===== src/rtl/pc_pkg.sv =====
package pc_pkg;
  typedef enum logic [1:0] {
    ST_IDLE  = 2'd0,
    ST_CAP   = 2'd1,
    ST_SHIFT = 2'd2,
    ST_DONE  = 2'd3
  } pc_state_t;

  function automatic int lane_total(input int n_win);
    return 2 * n_win + 1;
  endfunction
endpackage


===== src/rtl/pc_lane.sv =====
module pc_lane #(
  parameter int LEN = 32
) (
  input  logic           clk,
  input  logic           rst_n,
  input  logic           shift_en,
  input  logic           bit_in,
  output logic [LEN-1:0] word
);
  // newest sample enters at the top; after LEN shifts bit i holds sample i
  always_ff @(posedge clk or negedge rst_n) begin
    if (!rst_n) begin
      word <= '0;
    end else if (shift_en) begin
      word <= {bit_in, word[LEN-1:1]};
    end
  end
endmodule


===== src/rtl/pc_sequencer.sv =====
module pc_sequencer
  import pc_pkg::*;
#(
  parameter int RUN_LEN = 32,
  parameter int N_WIN   = 5
) (
  input  logic                             clk,
  input  logic                             rst_n,
  input  logic                             start,
  input  logic                             split_in,
  input  logic                             out_ready,
  output logic                             cap_en,
  output logic                             out_valid,
  output logic                             done,
  output logic                             split_q,
  output logic [$clog2(2*N_WIN+1)-1:0]     slot,
  output logic [$clog2(RUN_LEN)-1:0]       bit_idx
);
  localparam int SLOT_W = $clog2(2 * N_WIN + 1);
  localparam int BIT_W  = $clog2(RUN_LEN);

  pc_state_t          state;
  logic [BIT_W-1:0]   cnt;
  logic [SLOT_W-1:0]  last_slot;

  assign last_slot = split_q ? SLOT_W'(2 * N_WIN) : SLOT_W'(N_WIN);
  assign cap_en    = (state == ST_CAP);
  assign out_valid = (state == ST_SHIFT);
  assign done      = (state == ST_DONE);

  always_ff @(posedge clk or negedge rst_n) begin
    if (!rst_n) begin
      state   <= ST_IDLE;
      cnt     <= '0;
      slot    <= '0;
      bit_idx <= '0;
      split_q <= 1'b0;
    end else begin
      unique case (state)
        ST_IDLE, ST_DONE: begin
          if (start) begin
            state   <= ST_CAP;
            cnt     <= '0;
            split_q <= split_in;
          end
        end
        ST_CAP: begin
          if (cnt == BIT_W'(RUN_LEN - 1)) begin
            state   <= ST_SHIFT;
            slot    <= '0;
            bit_idx <= BIT_W'(RUN_LEN - 1);
          end else begin
            cnt <= cnt + 1'b1;
          end
        end
        ST_SHIFT: begin
          if (out_ready) begin
            if (bit_idx == '0) begin
              if (slot == last_slot) begin
                state <= ST_DONE;
              end else begin
                slot    <= slot + 1'b1;
                bit_idx <= BIT_W'(RUN_LEN - 1);
              end
            end else begin
              bit_idx <= bit_idx - 1'b1;
            end
          end
        end
        default: state <= ST_IDLE;
      endcase
    end
  end
endmodule


===== src/rtl/pc_serializer.sv =====
module pc_serializer #(
  parameter int RUN_LEN = 32,
  parameter int N_WIN   = 5
) (
  input  logic [RUN_LEN-1:0]               lanes [2*N_WIN+1],
  input  logic                             split_q,
  input  logic [$clog2(2*N_WIN+1)-1:0]     slot,
  input  logic [$clog2(RUN_LEN)-1:0]       bit_idx,
  output logic                             data
);
  localparam int N_LANES = 2 * N_WIN + 1;
  localparam int LANE_W  = $clog2(N_LANES);

  logic [LANE_W-1:0] lane;

  // lanes: [0..N_WIN-1] upper/merged, [N_WIN..2N_WIN-1] lower, [2N_WIN] sign
  always_comb begin
    if (!split_q) begin
      lane = (slot == LANE_W'(N_WIN)) ? LANE_W'(2 * N_WIN) : slot;
    end else if (slot == LANE_W'(2 * N_WIN)) begin
      lane = LANE_W'(2 * N_WIN);
    end else begin
      lane = (slot >> 1) + (slot[0] ? LANE_W'(N_WIN) : LANE_W'(0));
    end
  end

  always_comb begin
    data = 1'b0;
    for (int i = 0; i < N_LANES; i++) begin
      if (lane == LANE_W'(i)) data = lanes[i][bit_idx];
    end
  end
endmodule


===== src/rtl/chk_pattern_capture.sv =====
module chk_pattern_capture
  import pc_pkg::*;
#(
  parameter int N_WIN   = 5,
  parameter int RUN_LEN = 32
) (
  input  logic             clk,
  input  logic             rst_n,
  input  logic             start,
  input  logic             split_mode,
  input  logic [N_WIN-1:0] win_hi,
  input  logic [N_WIN-1:0] win_lo,
  input  logic             sign_fail,
  input  logic             out_ready,
  output logic             out_valid,
  output logic             out_data,
  output logic             done
);
  localparam int N_LANES = lane_total(N_WIN);
  localparam int LANE_W  = $clog2(N_LANES);
  localparam int BIT_W   = $clog2(RUN_LEN);

  logic               cap_en;
  logic               split_q;
  logic [LANE_W-1:0]  slot;
  logic [BIT_W-1:0]   bit_idx;
  logic [RUN_LEN-1:0] lanes [N_LANES];

  pc_sequencer #(.RUN_LEN(RUN_LEN), .N_WIN(N_WIN)) u_seq (
    .clk       (clk),
    .rst_n     (rst_n),
    .start     (start),
    .split_in  (split_mode),
    .out_ready (out_ready),
    .cap_en    (cap_en),
    .out_valid (out_valid),
    .done      (done),
    .split_q   (split_q),
    .slot      (slot),
    .bit_idx   (bit_idx)
  );

  for (genvar k = 0; k < N_WIN; k++) begin : g_win
    // merged mode folds both flags into the upper lane at capture time
    pc_lane #(.LEN(RUN_LEN)) u_hi (
      .clk      (clk),
      .rst_n    (rst_n),
      .shift_en (cap_en),
      .bit_in   (split_q ? win_hi[k] : (win_hi[k] | win_lo[k])),
      .word     (lanes[k])
    );
    pc_lane #(.LEN(RUN_LEN)) u_lo (
      .clk      (clk),
      .rst_n    (rst_n),
      .shift_en (cap_en),
      .bit_in   (win_lo[k]),
      .word     (lanes[N_WIN+k])
    );
  end

  pc_lane #(.LEN(RUN_LEN)) u_sign (
    .clk      (clk),
    .rst_n    (rst_n),
    .shift_en (cap_en),
    .bit_in   (sign_fail),
    .word     (lanes[2*N_WIN])
  );

  pc_serializer #(.RUN_LEN(RUN_LEN), .N_WIN(N_WIN)) u_ser (
    .lanes   (lanes),
    .split_q (split_q),
    .slot    (slot),
    .bit_idx (bit_idx),
    .data    (out_data)
  );
endmodule


===== config.mk =====
export PLATFORM = sky130hd
export DESIGN_NAME = chk_pattern_capture
export DESIGN_NICKNAME = d
export VERILOG_FILES = /design/src/rtl/pc_pkg.sv /design/src/rtl/pc_lane.sv /design/src/rtl/pc_sequencer.sv /design/src/rtl/pc_serializer.sv /design/src/rtl/chk_pattern_capture.sv
export SDC_FILE = /design/constraint.sdc
export NUM_CORES = 1
export LEC_CHECK = 0
export BUFFER_PORTS_ARGS = -buffer_cell sky130_fd_sc_hd__buf_2
export CORE_ASPECT_RATIO = 1.4
export CORE_MARGIN = 3
export CORE_UTILIZATION = 30
export DETAILED_ROUTE_END_ITERATION = 12
export GPL_TIMING_DRIVEN = 0
export PLACE_DENSITY_LB_ADDON = 0.12
export REMOVE_ABC_BUFFERS = 1
export SYNTH_ARGS = -nofsm -noshare
export SYNTH_HDL_FRONTEND = slang
export SYNTH_SLANG_ARGS = --single-unit

===== constraint.sdc =====
create_clock -name clk -period 2.4 [get_ports clk]
set_input_delay 0.36 -clock clk [delete_from_list [all_inputs] [get_ports clk]]
set_output_delay 0.36 -clock clk [all_outputs]
set_load 0.02 [all_outputs]

==> flow_metrics.env, run 1 <==
export IMPL_status="complete, but fails checks"
export IMPL_violations="negative setup slack"
export IMPL_crit_path_start="u_seq.bit_idx[0]"
export IMPL_synth_flop_cell="dfrtp_1"
export IMPL_cts_buffer_depth=3
export IMPL_wirelength_um=39510
export IMPL_cts_htree_levels=2
export IMPL_grt_setup_unrepaired="yes"
export IMPL_nFillCells=5393
export IMPL_final_seq_area_sq_um=9253
export IMPL_tightest_slew_ns=0.7541
export IMPL_setup_violations=2
export IMPL_cp_cell_sequence="bufbuf_16, buf_4, mux4_2, mux2i_2, a2111oi_4, o21bai_1, a311o_1, a41o_1, o41ai_2, buf_2"
export IMPL_synth_cell_types=61
export IMPL_power_density_nw_per_um2=1260
export IMPL_timing_critical_path_slowest_cell_delay_ns=0.53
export IMPL_die_h_um=289.5
export IMPL_fmax_mhz=277.4
export IMPL_cp_end_kind="output port"
export IMPL_min_path_cells=2
export IMPL_reg2reg_to="u_seq.slot[3]"
export IMPL_grt_busiest_layer="met2"
export IMPL_crit_buf_inv=3
export IMPL_critical_path_arrival_ns=3.24
export IMPL_use_met1_pct=17.25
export IMPL_start_util_pct=30.44
export IMPL_core_sq_um=56580
export IMPL_globalRouteMet2Util_pct=23.01
export IMPL_ys_async_sr_fraction_pct=100.0
export IMPL_p_leak_nw=9.099
export IMPL_critPathSlowestCell="dfrtp_4"
export IMPL_io_pins=19
export IMPL_clock_skew_ns=0.01367
export IMPL_finalSetupTns_ns=-1.320
export IMPL_synth_top_area_share_pct=53.63
export IMPL_power_w=0.02550
export IMPL_rows=103
export IMPL_ant_nets=0
export IMPL_finalHoldViolations=0
export IMPL_relSlewSlack_pct=49.73
export IMPL_synth_most_common_cell="dfrtp_1"
export IMPL_hp_start="sign_fail"
export IMPL_first_pass_iters=4
export IMPL_cts_tree="done"
export IMPL_crit_fanout=6
export IMPL_pwr_share_comb_pct=40.0
export IMPL_holdWs_ns=0.06325
export IMPL_layout_nets=1206
export IMPL_clock_power_share_pct=24.1
export IMPL_multi_input_area_sq_um=7692
export IMPL_drv_cap=0
export IMPL_antenna_found_initial=1
export IMPL_internal_power_w=0.01708
export IMPL_holdCritPathClass="input pin to register"
export IMPL_ys_top_cells_by_count="369 x dfrtp_1, 357 x mux2_2, 64 x mux4_2, 50 x clkbuf_1, 36 x nand2_1"
export IMPL_placed_area_sq_um=18190
export IMPL_drv_slew=0
export IMPL_syn_inst=1141
export IMPL_swShare_pct=33.02
export IMPL_gr_total_overflow=0
export IMPL_fp_dieW_um=208.5
export IMPL_crit_required_ns=2.04
export IMPL_rrSetupSlack_ns=-0.12
export IMPL_synth_cell_area_sq_um=17220
export IMPL_critPathLaunchType="register"
export IMPL_synth_area_leaders="dfrtp_1 54%, mux2_2 23%, mux4_2 8.4%, mux4_1 2.1%, mux2i_1 2.0%"
export IMPL_criticalPathCategory="register to output port"
export IMPL_synth_top_area_cell="dfrtp_1"
export IMPL_drc_errors=0
export IMPL_routedWlPerCell_um=20.34
export IMPL_irDropWorstVdd_mv=0.6206
export IMPL_hold_end="u_sign.word[31]"
export IMPL_grt_pass1_vias=10320
export IMPL_p_sw_w=0.008421
export IMPL_grt_max_degree=108
export IMPL_place_gp_congestion=0.7038
export IMPL_via_per_inst=4.961
export IMPL_drt_iter0_markers=499
export IMPL_io_buffers=18
export IMPL_clock_sinks=369
export IMPL_crit_family="compound AO/OA/AOI/OAI gates"
export IMPL_finalNonFillerCells=1942
export IMPL_grt_use_met3_pct=1.906
export IMPL_setup_slack_ns=-1.205
export IMPL_dp_hpwl_um=22860
export IMPL_area_growth_syn_to_layout_pct=17.56
export IMPL_clockRootBuffer="clkbuf_16"
export IMPL_grt_pass1_wl_um=63070
export IMPL_final_cell_area_sq_um=20240
export IMPL_p_seq_share_pct=35.9
export IMPL_grtUsageTotal_pct=13.26
export IMPL_finalCritPeriodShare_pct=150.2
export IMPL_ys_ff_latch=369
export IMPL_path_clk_slew_ns=0.06
export IMPL_dieArea_sq_um=60350
export IMPL_synth_seq_area_share_pct=53.63
export IMPL_reg2reg_from="u_seq.bit_idx[0]"
export IMPL_ys_warn_count=0
export IMPL_rr_worst_depth=10
export IMPL_dpl_cell_count=1831
export IMPL_clkLatencyLatePin_ns=0.54
export IMPL_syn_avg_cell_area_sq_um=15.09
export IMPL_num_vias=9635
export IMPL_synth_edf_count=0
export IMPL_layout_drive_gt1_share_pct=48.92
export IMPL_cts_buffers=41
export IMPL_fin_crit_ns=3.605
==> registers in the layout, summed over array words and instances (netlist names) <==
register,count
u_seq.cnt,5
u_seq.bit_idx,5
g_win.u_lo.word,160
u_seq.state,2
u_seq.split_q,1
u_sign.word,32
g_win.u_hi.word,160
u_seq.slot,4
==> worst reg2reg max path, stage by stage (launching register included) <==
cell and delay, ns:
dfrtp_4 0.53, bufbuf_16 0.30, bufbuf_16 0.29, inv_1 0.08, ha_1 0.19, nand2_1 0.08
o21a_1 0.21, or3_4 0.42, nor2_2 0.13, xnor2_1 0.11, a21oi_1 0.05
==> routing by layer <==
metal | vias up | wire [um]
met1 | 5099 | 17690
met2 | 85 | 19910
met4 | 0 | 951
li1 | 4391 | -
met5 | - | 0
met3 | 60 | 952
==> worst max path at each step <==
stage          cells past startpoint            to
2_1_floorplan                      4  u_seq.cnt[0]
3_3_place_gp                       4  u_seq.cnt[1]
3_5_place_dp                       9      out_data
4_1_cts                           10      out_data
5_1_grt                           10      out_data
6_report                          10      out_data
==> cell families (layout without fill, tap and decap cells) <==
family,after synthesis,after routing,share of synthesized area [%]
AO/OA/AOI/OAI,96,96,3.917
XOR/XNOR,3,3,0.1526
adder cells (fa/ha/maj),12,12,0.8719
buffers and inverters,91,156,2.776
flip-flops,369,369,53.63
multiplexers,470,470,35.89
other,0,1,0
AND/OR/NAND/NOR,100,100,2.769
==> layout by cell type, fill, tap and decap left out, types with 8 or more instances in the layout <==
master / count
mux2_2: 357
clkbuf_8: 11
clkbuf_16: 43
dfrtp_1: 362
ha_1: 10
clkbuf_1: 12
a21oi_1: 18
mux2i_1: 33
buf_2: 17
buf_16: 16
mux4_1: 12
inv_1: 12
nor2_1: 17
nor3_1: 8
buf_4: 21
nand3_1: 11
nand2_1: 34
mux4_2: 66
o221ai_1: 9
o21ai_0: 9
==> final cells by class <==
| type | instances | area share, % |
|---|---|---|
| repair buffers | 70 | 4.982 |
| multi-input cells | 681 | 38.00 |
| inverters | 15 | 0.3276 |
| clock buffers | 66 | 6.286 |
| well taps | 735 | 4.543 |
| clock inverters | 5 | 0.1422 |
| diodes | 1 | 0.01236 |
| flip-flops and latches | 369 | 45.71 |
==> stage by stage <==
stage | setup slack [ns] | util (%)
4_1_cts | -1.238 | 35.58
3_5_place_dp | -1.612 | 32.15
2_1_floorplan | -8.886 | -
3_3_place_gp | -15.02 | 31.47
5_1_grt | -1.311 | 35.78
6_report | -1.205 | 35.78
==> timing repair <==
action	4_1_cts	5_1_grt
cloned	5	0
hold buffers	1	0
hold endpoints to repair	90	0
pin swaps	4	4
resized for setup	42	18
setup endpoints to repair	128	79
setup buffers	25	8
==> power by group through the flow <==
stage / Clock, W / Combinational, W / Sequential (W)
2_1_floorplan: 0 / 0.00507 / 0.00909
5_1_grt: 0.00666 / 0.0110 / 0.00943
6_report: 0.00616 / 0.0102 / 0.00915
3_3_place_gp: 0 / 0.00582 / 0.00976
3_5_place_dp: 0 / 0.00863 / 0.00962
4_1_cts: 0.00642 / 0.0102 / 0.00917
(Power assumes the default switching activity.)
==> run 2: changes to the inputs <==
- CTS_CLUSTER_SIZE: not set -> 12
- clock period: 2.4 -> 3.93 ns (I/O delays scaled with it)
==> flow_metrics.env, run 2 (synthesis results as in run 1) <==
export IMPL_clkLatencyLatePin_ns=0.54
export IMPL_cts_buffer_depth=3
export IMPL_critPathSlowestCell="mux4_1"
export IMPL_timing_critical_path_slowest_cell_delay_ns=0.57
export IMPL_layout_commonest_cell="dfrtp_1"
export IMPL_crit_buf_inv=2
export IMPL_grt_max_degree=108
export IMPL_die_h_um=289.5
export IMPL_final_cell_mix="363 x dfrtp_1, 357 x mux2_2, 70 x mux4_2, 45 x clkbuf_16, 35 x nand2_1"
export IMPL_diodes=0
export IMPL_critical_path_arrival_ns=3.23
export IMPL_status="completed"
export IMPL_reg_top3="g_win.u_hi.word (160), g_win.u_lo.word (160), u_sign.word (32)"
export IMPL_crit_family="multiplexers"
export IMPL_holdWs_ns=0.06183
export IMPL_nFillCells=5410
export IMPL_wirelength_um=38390
export IMPL_setup_violations=0
export IMPL_grtUsageTotal_pct=12.95
export IMPL_layout_nets=1197
export IMPL_holdCritPathClass="input pin to async pin"
export IMPL_grt_pass1_wl_um=61930
export IMPL_cts_hold_buffers=0
export IMPL_dieArea_sq_um=60350
export IMPL_critPathLaunchType="register"
export IMPL_tightest_slew_ns=0.8410
export IMPL_io_buffers=18
export IMPL_grt_pass1_vias=10280
export IMPL_setup_slack_ns=0.1132
export IMPL_clock_skew_ns=0.01485
export IMPL_power_density_nw_per_um2=763.5
export IMPL_drv_slew=0
export IMPL_drc_errors=0
export IMPL_path_clk_slew_ns=0.06
export IMPL_antenna_found_initial=1
export IMPL_via_per_inst=4.952
export IMPL_drv_cap=0
export IMPL_layout_drive_gt1_share_pct=48.29
export IMPL_irDropWorstVdd_mv=0.3764
export IMPL_place_ws_ns=-0.3115
export IMPL_num_vias=9567
export IMPL_p_leak_nw=8.974
export IMPL_core_sq_um=56580
export IMPL_crit_required_ns=3.34
export IMPL_first_pass_iters=4
export IMPL_routedWlPerCell_um=19.87
export IMPL_finalHoldViolations=0
export IMPL_cts_tree="done"
export IMPL_rrSetupSlack_ns=1.39
export IMPL_fmax_mhz=262.0
export IMPL_cp_cell_sequence="buf_16, mux4_1, mux4_2, mux2i_4, o21a_1, a311o_1, a41o_1, o41ai_2, buf_2"
export IMPL_drt_iter0_markers=458
export IMPL_start_util_pct=30.44
export IMPL_clockRootBuffer="clkbuf_16"
export IMPL_relSlewSlack_pct=43.94
export IMPL_grt_setup_unrepaired="no"
export IMPL_place_gp_congestion=0.7038
export IMPL_gr_total_overflow=0
export IMPL_rows=103
export IMPL_cts_buffers=41
export IMPL_fp_dieW_um=208.5
export IMPL_cts_htree_levels=2
export IMPL_criticalPathCategory="register to output port"
export IMPL_area_growth_syn_to_layout_pct=16.13
export IMPL_crit_fanout=15
export IMPL_finalCritPeriodShare_pct=97.12
export IMPL_power_w=0.01527
export IMPL_fin_crit_ns=3.817
export IMPL_io_pins=19
export IMPL_clock_sinks=369
export IMPL_ant_nets=0
export IMPL_dp_hpwl_um=22860
export IMPL_cp_end_kind="output port"
-- run 2: cell types whose count changed in the layout (fill, tap and decap cells not counted), moves of 3 or more --
| cell | change |
|---|---|
| bufbuf_16 | -3 |
| o21ai_0 | +6 |
| o21ai_1 | -6 |
| mux4_2 | +4 |
| mux4_1 | -4 |
-- run 2: worst reg2reg max path: stages (launching register included) --
cell and delay (ns):
dfrtp_1 0.40, inv_1 0.12, ha_4 0.69, buf_16 0.38, buf_16 0.39, mux2_2 0.44
-- run 2: report_power, final --
group | switching [W] | internal [W] | leakage (nW)
clock | 0.00155 | 0.00221 | 0.643
combinational | 0.00270 | 0.00321 | 3.54
sequential | 0.000777 | 0.00482 | 4.79
total | 0.00503 | 0.0102 | 8.97
-- run 2: final timing paths --
kind	start	end	cells past startpoint
max	u_seq.bit_idx[0]	out_data	9
min	rst_n	g_win[0].u_lo.word[0]	1
max reg2reg	u_seq.state[1]	g_win[1].u_hi.word[3]	5
min reg2reg	g_win[0].u_hi.word[0]	g_win[0].u_hi.word[0]	1
max in group asynchronous	rst_n	g_win[3].u_hi.word[20]	3
min in group clk	sign_fail	u_sign.word[31]	2
-- run 2: area by class of cell --
cell class / instances / area [sq um] / area share, %
sequential: 369 / 9251 / 46.26
clock inverter: 5 / 28.78 / 0.1439
inverter: 15 / 66.31 / 0.3316
tap: 735 / 919.6 / 4.599
timing repair buffer: 61 / 842.1 / 4.211
clock buffer: 66 / 1272 / 6.363
multi-input combinational: 681 / 7616 / 38.09
-- run 2: per-layer routing --
metal	GRT usage (%)	wire (um)
met5	0	0
met2	22.50	19310
met4	3.829	862
met3	1.787	924
met1	16.90	17290
-- run 2: what timing repair did --
action	in CTS	in global routing
buffers inserted	17	10
gates cloned	2	2
resized for setup	29	15
endpoints found under the setup margin	1	1
pin swaps	2	6
-- run 2: through the flow --
| step | instances | utilization (%) | instance area, sq um | TNS (ns) |
|---|---|---|---|---|
| 6_report | 1932 | 35.35 | 20000 | 0 |
| 4_1_cts | 1921 | 35.15 | 19890 | 0 |
| 3_5_place_dp | 1831 | 32.15 | 18190 | -0.3115 |
| 5_1_grt | 1932 | 35.35 | 20000 | 0 |
| 2_1_floorplan | 1065 | - | 16800 | -2187.44 |
| 3_3_place_gp | 1818 | 31.47 | 17810 | -5786.14 |
